**src/rtl/smb_pkg.sv**
```systemverilog
package smb_pkg;
  typedef enum logic [1:0] {
    ST_OPEN = 2'd0,
    ST_NEGO = 2'd1,
    ST_LOCK = 2'd2
  } smb_state_e;
endpackage

```
**src/rtl/smb_reg_core.sv**
```systemverilog
module smb_reg_core #(
  parameter int unsigned     ADDR_W     = 8,
  parameter logic [7:0]      REG_ADDR   = 8'h9C,
  parameter bit              FEATURE_EN = 1'b1,
  parameter logic [7:0]      QUERY_CODE = 8'hFF,
  parameter logic [7:0]      AVAIL_CODE = 8'h01,
  parameter logic [7:0]      LOCK_BIT   = 8'h02
) (
  input  logic              clk,
  input  logic              rst,
  input  logic              wr_en,
  input  logic [ADDR_W-1:0] addr,
  input  logic [7:0]        wdata,
  output logic [7:0]        val_o,
  output logic              blk_en_o,
  output logic              smm_en_o
);
  import smb_pkg::*;

  localparam logic [7:0] MASK_OPEN = 8'hFF;
  localparam logic [7:0] MASK_NEGO = LOCK_BIT;
  localparam logic [7:0] MASK_SHUT = 8'h00;
  localparam logic [ADDR_W-1:0] HIT_ADDR = ADDR_W'(REG_ADDR);

  smb_state_e state_q, state_d;
  logic [7:0] val_q, val_d, mask, merged, filt;
  logic       lck_d, hit;

  assign hit = FEATURE_EN && wr_en && (addr == HIT_ADDR);

  always_comb begin
    unique case (state_q)
      ST_OPEN: mask = MASK_OPEN;
      ST_NEGO: mask = MASK_NEGO;
      default: mask = MASK_SHUT;
    endcase
    merged  = (val_q & ~mask) | (wdata & mask);
    filt    = (state_q == ST_OPEN) ? 8'h00 : merged;
    state_d = state_q;
    val_d   = val_q;
    lck_d   = blk_en_o;
    if (hit) begin
      if (merged == QUERY_CODE) begin
        state_d = ST_NEGO;
        val_d   = AVAIL_CODE;
      end else if ((filt & LOCK_BIT) != 8'h00) begin
        state_d = ST_LOCK;
        val_d   = LOCK_BIT;
        lck_d   = 1'b1;
      end else begin
        val_d   = filt;
        lck_d   = 1'b0;
      end
    end
  end

  always_ff @(posedge clk) begin
    if (rst) begin
      state_q  <= ST_OPEN;
      val_q    <= 8'h00;
      blk_en_o <= 1'b0;
      smm_en_o <= 1'b0;
    end else begin
      state_q  <= state_d;
      val_q    <= val_d;
      blk_en_o <= lck_d;
      smm_en_o <= lck_d;
    end
  end

  assign val_o = val_q;


  lock_sticky_chk: assert property (@(posedge clk) disable iff (rst)
    (state_q == ST_LOCK) |=> (state_q == ST_LOCK));


  lock_value_chk: assert property (@(posedge clk) disable iff (rst)
    (state_q == ST_LOCK) |-> (val_q == LOCK_BIT && blk_en_o && smm_en_o));


  open_zero_chk: assert property (@(posedge clk) disable iff (rst)
    (state_q == ST_OPEN) |-> (val_q == 8'h00 && !blk_en_o));


  nego_fixed_chk: assert property (@(posedge clk) disable iff (rst)
    (state_q == ST_NEGO) |-> ((val_q & ~LOCK_BIT) == (AVAIL_CODE & ~LOCK_BIT)));

  generate
    if (!FEATURE_EN) begin : g_off_chk

      feature_off_chk: assert property (@(posedge clk) disable iff (rst)
        (val_q == 8'h00 && !smm_en_o));
    end
  endgenerate
endmodule

```
**src/rtl/smb_window_gate.sv**
```systemverilog
module smb_window_gate #(
  parameter int unsigned WIN_DW = 32
) (
  input  logic              clk,
  input  logic              rst,
  input  logic              blk_i,
  input  logic              rd_en_i,
  input  logic              wr_en_i,
  input  logic [WIN_DW-1:0] mem_rdata_i,
  output logic              rd_vld_o,
  output logic [WIN_DW-1:0] rd_data_o,
  output logic              wr_fwd_o
);
  localparam logic [WIN_DW-1:0] ALL_ONES = '1;

  always_ff @(posedge clk) begin
    if (rst) begin
      rd_vld_o  <= 1'b0;
      rd_data_o <= '0;
      wr_fwd_o  <= 1'b0;
    end else begin
      rd_vld_o  <= rd_en_i;
      rd_data_o <= rd_en_i ? (blk_i ? ALL_ONES : mem_rdata_i) : '0;
      wr_fwd_o  <= wr_en_i & ~blk_i;
    end
  end


  blocked_read_chk: assert property (@(posedge clk) disable iff (rst)
    (rd_en_i && blk_i) |=> (rd_vld_o && rd_data_o == ALL_ONES));


  blocked_write_chk: assert property (@(posedge clk) disable iff (rst)
    (wr_en_i && blk_i) |=> !wr_fwd_o);
endmodule

```
**src/rtl/smb_guard.sv**
```systemverilog
module smb_guard #(
  parameter int unsigned ADDR_W     = 8,
  parameter logic [7:0]  REG_ADDR   = 8'h9C,
  parameter bit          FEATURE_EN = 1'b1,
  parameter int unsigned WIN_DW     = 32
) (
  input  logic              clk,
  input  logic              rst,
  input  logic              cfg_wr_en,
  input  logic [ADDR_W-1:0] cfg_addr,
  input  logic [7:0]        cfg_wdata,
  output logic [7:0]        smb_reg_o,
  output logic              blk_en_o,
  output logic              smm_win_en_o,
  input  logic              nrm_rd_en,
  input  logic              nrm_wr_en,
  input  logic [WIN_DW-1:0] mem_rdata,
  output logic              nrm_rd_vld_o,
  output logic [WIN_DW-1:0] nrm_rdata_o,
  output logic              mem_wr_en_o
);
  smb_reg_core #(
    .ADDR_W    (ADDR_W),
    .REG_ADDR  (REG_ADDR),
    .FEATURE_EN(FEATURE_EN),
    .QUERY_CODE(8'hFF),
    .AVAIL_CODE(8'h01),
    .LOCK_BIT  (8'h02)
  ) u_core (
    .clk     (clk),
    .rst     (rst),
    .wr_en   (cfg_wr_en),
    .addr    (cfg_addr),
    .wdata   (cfg_wdata),
    .val_o   (smb_reg_o),
    .blk_en_o(blk_en_o),
    .smm_en_o(smm_win_en_o)
  );

  smb_window_gate #(.WIN_DW(WIN_DW)) u_gate (
    .clk        (clk),
    .rst        (rst),
    .blk_i      (blk_en_o),
    .rd_en_i    (nrm_rd_en),
    .wr_en_i    (nrm_wr_en),
    .mem_rdata_i(mem_rdata),
    .rd_vld_o   (nrm_rd_vld_o),
    .rd_data_o  (nrm_rdata_o),
    .wr_fwd_o   (mem_wr_en_o)
  );
endmodule

```
**config.mk**
```make
export PLATFORM = sky130hd
export DESIGN_NAME = smb_guard
export DESIGN_NICKNAME = d
export VERILOG_FILES = /design/src/rtl/smb_pkg.sv /design/src/rtl/smb_reg_core.sv /design/src/rtl/smb_window_gate.sv /design/src/rtl/smb_guard.sv
export SDC_FILE = /design/constraint.sdc
export NUM_CORES = 1
export LEC_CHECK = 0
export ABC_CLOCK_PERIOD_IN_PS = 2100
export BUFFER_PORTS_ARGS = -buffer_cell sky130_fd_sc_hd__buf_2
export CAP_MARGIN = 10
export CORE_MARGIN = 3
export CORE_UTILIZATION = 44
export DETAILED_ROUTE_END_ITERATION = 12
export HOLD_SLACK_MARGIN = 0.1
export PLACE_DENSITY = 0.83
export SLEW_MARGIN = 0
export SYNTH_ARGS = -nofsm -noshare
export SYNTH_HDL_FRONTEND = slang
export SYNTH_SLANG_ARGS = --single-unit
```
**constraint.sdc**
```tcl
create_clock -name clk -period 2.1 [get_ports clk]
set_clock_uncertainty 0.05 [all_clocks]
set_input_delay 0.105 -clock clk [delete_from_list [all_inputs] [get_ports clk]]
set_output_delay 0.105 -clock clk [all_outputs]
set_load 0.005 [all_outputs]
```
# == Word-level counts from Yosys, hierarchy flattened ==
# Cells that the tools add are included.
# word_totals
reg_bits,45
latch_bits,0
mem_bits_rw,0
rom_bits,0
out_inout_bits,44
elab_cells,31
n_memories,0
# classes
add_sub_neg,0
n_mul,0
div,0
order_cmp,0
n_eq_ne,3
shift,0
n_mux,8
bitwise_logic,8
n_reduce_logical,6
# op_table
op,n
$mux W32,1
$mux W8,3
$and A8 B8 Y8,2
$eq A8 B8 Y1 const B,2
$pmux W8 S2,1
$not A8 Y8,1
$or A8 B8 Y8,1
$mux W2,2
$reduce_and A2 Y1,2
$not A1 Y1,3
$eq A2 B1 Y1 const B,1
$logic_not A2 Y1,1
$reduce_bool A2 Y1,1
$reduce_or A2 Y1,1
$and A1 B1 Y1,1
$logic_and A1 B1 Y1,1
$mux W1,1

# == Depth between registers and ports, before layout ==
# logic_depth
word_depth,8
mapped_depth,6
mapped_depth_nobuf,5

# == By module ==
# A second synthesis with hierarchy kept.
# unflattened
hier_cells,161
area_unflattened_um2,1512.7
# by_module_without_submodules
mod,instances,cells_per_inst,area_per_inst_um2,seq_area_each_um2
smb_window_gate,1,109,1051.0,680.7
smb_reg_core,1,52,461.7,220.2

# == Worst setup path after synthesis ==
# OpenSTA, ideal clock, no wires.
# synth_path
path_kind,reg2reg
startpoint,register u_core.state_q[1]
endpoint,register u_core.state_q[0]
setup_time_ns,0.067
arrival_time_ns,1.220
setup_slack_ns,0.763
stages_incl_launch_ff,6
period_less_slack_ns,1.337
cell_sequence,dfxtp_1 > buf_6 > nor4_1 > o22ai_2 > or2_4 > a21oi_2
# synth_between
elab_chain_len,8
elab_cells_between_ends,12
cone_classes,eq/ne (2); mux (3); bitwise (4); reduce/logical (3)
# synth_rtl
element,line,rtl
start: declaration,smb_reg_core.sv:25,"smb_state_e state_q, state_d;"
start signal: assignment,smb_reg_core.sv:64,state_q <= state_d;
$eq A2 B1 Y1 or $logic_not A2 Y1 (tied branches),"smb_reg_core.sv:32, smb_reg_core.sv:38",
$pmux W8 S2,smb_reg_core.sv:32,unique case (state_q)
$not A8 Y8,smb_reg_core.sv:37,merged = (val_q & ~mask) | (wdata & mask);
$and A8 B8 Y8,smb_reg_core.sv:37,
$or A8 B8 Y8,smb_reg_core.sv:37,
$eq A8 B8 Y1 or $mux W8 (tied branches),"smb_reg_core.sv:43, smb_reg_core.sv:38",
$reduce_bool A2 Y1 (no line),--,
$reduce_and A2 Y1 (no line),--,
# Parallel ways exist; a longest one is shown, timed or not.
# A chain may end at the register's enable or synchronous reset.

# == Worst setup path after layout ==
# layout_path
startpoint,register u_core.state_q[1]
endpoint,"register u_core.val_q[0], in the netlist u_core.val_o[0]"
# layout_between
elab_chain_len,8
elab_cells_between_ends,11
cone_classes,eq/ne (2); mux (4); bitwise (4); reduce/logical (1)
# layout_rtl
element,line,rtl
$eq A2 B1 Y1 or $logic_not A2 Y1 (tied branches),"smb_reg_core.sv:32, smb_reg_core.sv:38",
$pmux W8 S2,smb_reg_core.sv:32,
$not A8 Y8,smb_reg_core.sv:37,
$and A8 B8 Y8,smb_reg_core.sv:37,
$or A8 B8 Y8,smb_reg_core.sv:37,
$mux W8,smb_reg_core.sv:38,filt = (state_q == ST_OPEN) ? 8'h00 : merged;
$mux W8,smb_reg_core.sv:46,end else if ((filt & LOCK_BIT) != 8'h00) begin
$mux W8 *,smb_reg_core.sv:43,if (merged == QUERY_CODE) begin
end signal: assignment,smb_reg_core.sv:65,val_q <= val_d;
end: declaration,smb_reg_core.sv:26,"logic [7:0] val_q, val_d, mask, merged, filt;"
# Every way passes the cells marked *; elsewhere a longest branch is shown, timed or not.

==> impl_metrics.sql <==
INSERT INTO impl_metrics (metric_group, metric, value, unit) VALUES
('logic_synthesis', 'synth_nets', '226', ''),
('power_and_ir_drop', 'p_total', '0.00149', 'W'),
('die', 'die_area', '4180', 'um^2'),
('route', 'detailedRoute.firstIterationViolations', '82', ''),
('logic_synthesis', 'netlist.top_cell.by_area', 'dfxtp_1', ''),
('logic_synthesis', 'synth.area.top_cells', 'dfxtp_1, nor2_1, nand2_1, a21oi_1, clkbuf_1', ''),
('global_routing', 'pin_count_of_the_biggest_net_entering_global_routing', '34', ''),
('finish', 'fillCellCount', '234', ''),
('clocking', 'root_buffer', 'clkbuf_4', ''),
('setup_path', 'crit_path_end_kind', 'flip-flop', ''),
('logic_synthesis', 'synth_area', '1520', 'um^2'),
('global_routing', 'grt.overflow.total', '0', ''),
('route', 'drc', '0', ''),
('global_routing', 'globalRouteTotalUtil', '0.214', ''),
('setup_path', 'crit_path_start_kind', 'flip-flop', ''),
('sta', 'timing.final.crit_share', '0.735', ''),
('finish', 'drive_above_1_share', '0.368', ''),
('finish', 'final_nets', '359', ''),
('sta', 'setup_repair_after_global_routing_missed_its_margin', 'no', ''),
('global_routing', 'initial_antenna_violation_count', '0', ''),
('setup_path', 'crit_path_max_fanout', '9', ''),
('finish', 'area_growth_syn_to_layout', '62.8', '%'),
('outcome', 'run_status', 'completed', ''),
('route', 'first_pass_iters', '4', ''),
('route', 'totalWireLength', '4.13', 'mm'),
('worst_hold_path', 'worstHoldPathType', 'primary input to flip-flop', ''),
('clocking', 'h-tree-depth', '2', ''),
('power_and_ir_drop', 'leakage', '1.25', 'nW'),
('finish', 'diode_count', '0', ''),
('die', 'dieHeight', '64.7', 'um'),
('clocking', 'clkLatencyLatePin', '0.33', 'ns'),
('clocking', 'cts_inserted_buffers', '5', ''),
('logic_synthesis', 'ys_types', '30', ''),
('sta', 'count_of_endpoints_failing_setup_in_the_final_report', '0', ''),
('logic_synthesis', 'synth.avg_cell_area', '8.76', 'um^2'),
('sta', 'hold_violations', '0', ''),
('sta', 'maxClockFrequency', '648', 'MHz'),
('logic_synthesis', 'synthCells', '173', ''),
('clocking', 'max-clock-path-buffers', '2', ''),
('setup_path', 'timing.reg2reg.worst_path_depth', '5', ''),
('route', 'routedWlPerCell', '11.8', 'um'),
('die', 'i_o_pin_cnt', '97', ''),
('placed_design', 'dpl.hpwl', '2.58', 'mm'),
('sta', 'report.final.slew_viol_count', '0', ''),
('clocking', 'buffer_count_from_post_cts_setup_fixing', '0', ''),
('finish', 'layout_common_cells', 'buf_2, nor2_1, dfxtp_1', ''),
('finish', 'layoutNonFillerInstCount', '351', ''),
('finish', 'mostFrequentLayoutCell', 'buf_2', ''),
('clocking', 'clk_pin_slew', '0.13', 'ns'),
('global_routing', 'grt_first_pass_wirelength', '7.00', 'mm'),
('die', 'floorplan.core_area', '3180', 'um^2'),
('flow_run', 'maxCapViolations', '0', ''),
('sta', 'setup-tns-final', '0', 'ns'),
('clocking', 'hold_buffers', '39', ''),
('sta', 'relative_slew_margins', '0.637', ''),
('route', 'ant_nets', '0', ''),
('setup_path', 'critPathRequiredTime', '2.33', 'ns'),
('die', 'effective_utilization_at_floorplan', '0.477', ''),
('setup_path', 'timing.setup.critical_path_class', 'flip-flop to flip-flop', ''),
('worst_hold_path', 'cell_depth_of_the_worst_hold_path', '4', ''),
('global_routing', 'grt_pass1_vias', '1561', ''),
('sta', 'worst_pin_slew', '0.544', 'ns'),
('setup_path', 'reg2reg_slack', '0.56', 'ns'),
('logic_synthesis', 'synth-seq-area-share', '0.595', ''),
('sta', 'finalWorstPathRequiredPeriod', '1.54', 'ns'),
('clocking', 'cts.repair.resized', '0', ''),
('power_and_ir_drop', 'powerDensity', '605', 'nW/um^2'),
('power_and_ir_drop', 'ir_worst_vdd', '0.450', 'mV'),
('placed_design', 'io_buffer_count', '96', ''),
('placed_design', 'gpl.final_weighted_congestion', '0.844', ''),
('logic_synthesis', 'ys_seq_elements', '45', ''),
('clocking', 'numClockSinks', '45', ''),
('die', 'die_w', '64.7', 'um'),
('placed_design', 'place.detailed.instances', '304', ''),
('route', 'viasPerCell', '4.68', ''),
('setup_path', 'critPathArrivalTime', '1.77', 'ns'),
('route', 'route.vias.total', '1641', ''),
('die', 'core.rowCount', '20', ''),
('logic_synthesis', 'ys.warnings.count', '0', ''),
('logic_synthesis', 'synth_top_area_share', '0.595', ''),
('clocking', 'tritoncts', 'built', '');
[cell families after synthesis]
group	Yosys count	synth area share
AND/OR/NAND/NOR	100	0.296
flip-flops	45	0.595
buffers and inverters	14	0.0454
AO/OA/AOI/OAI	13	0.0570
multiplexers	1	0.00661
[synthesized netlist by cell type, drive strengths merged]
| cell | instances |
|---|---|
| dfxtp | 45 |
| a31oi | 2 |
| o22ai | 1 |
| nand4 | 2 |
| a31o | 1 |
| and4 | 1 |
| and3 | 2 |
| nor3b | 3 |
| or3b | 1 |
| or2 | 1 |
| nor3 | 3 |
| nand2 | 9 |
| nor4 | 1 |
| o21ai | 2 |
| buf | 6 |
| and2 | 3 |
| nand2b | 2 |
| a21oi | 7 |
| mux2i | 1 |
| nor2 | 67 |
| nand3b | 1 |
| clkbuf | 6 |
| inv | 2 |
| nand3 | 3 |
| nor4bb | 1 |
[path summary, 6_finish.rpt]
path | start | end
setup / recovery | u_core.state_q[1] | u_core.val_o[0]
hold / removal | nrm_rd_en | u_gate.rd_vld_o
setup reg to reg | u_core.state_q[1] | u_core.val_o[0]
hold reg to reg | u_core.val_o[3] | u_core.val_o[3]
[routing by layer]
metal,GRT usage,vias to the layer above,wire [um],share of wire
met1,0.231,734,1550,0.38
met4,0.0712,0,40,0.0097
met3,0.0589,6,345,0.083
met5,0,-,0,0
li1,-,819,-,-
met2,0.399,82,2190,0.53
[layout make-up]
cell class              count  area (um^2)  share of cell area
well taps                  44         55.1              0.0223
clock buffers               6         51.3              0.0208
flip-flops and latches     45          901               0.365
inverters                   2         7.51             0.00304
clock inverters             2         13.8             0.00558
repair buffers            138          893               0.362
multi-input cells         114          546               0.221
[registers in the layout, summed over array words and instances, names as in the netlist]
register / flops
u_gate.rd_data_o: 32
u_core.state_q: 2
u_core.blk_en_o: 1
u_gate.rd_vld_o: 1
u_gate.wr_fwd_o: 1
u_core.val_o: 8
[report_power, final]
group | internal (W) | switching, W
Clock | 0.000164 | 0.000258
Combinational | 0.000116 | 0.0000679
Sequential | 0.000880 | 0.00000675
Total | 0.00116 | 0.000332
[through the flow]
| stage | hold slack (ns) | utilization | instance area (um^2) | setup slack (ns) |
|---|---|---|---|---|
| after global routing | 0.162 | 0.776 | 2470 | 0.420 |
| after CTS | 0.153 | 0.776 | 2470 | 0.556 |
| after detailed placement | 0.264 | 0.633 | 2010 | 0.597 |
| final | 0.169 | 0.776 | 2470 | 0.556 |
| after floorplan | 0.171 | - | 1520 | 0.763 |
| after global placement | 0.254 | 0.633 | 2010 | 0.648 |
[worst max-delay path, stage by stage (launching register included)]
cell and delay, ns:
dfxtp_1 0.49, nor2_1 0.15, nor3_1 0.27, o22ai_2 0.15
or2_4 0.26, o21ai_2 0.10
(Power assumes the default switching activity.)
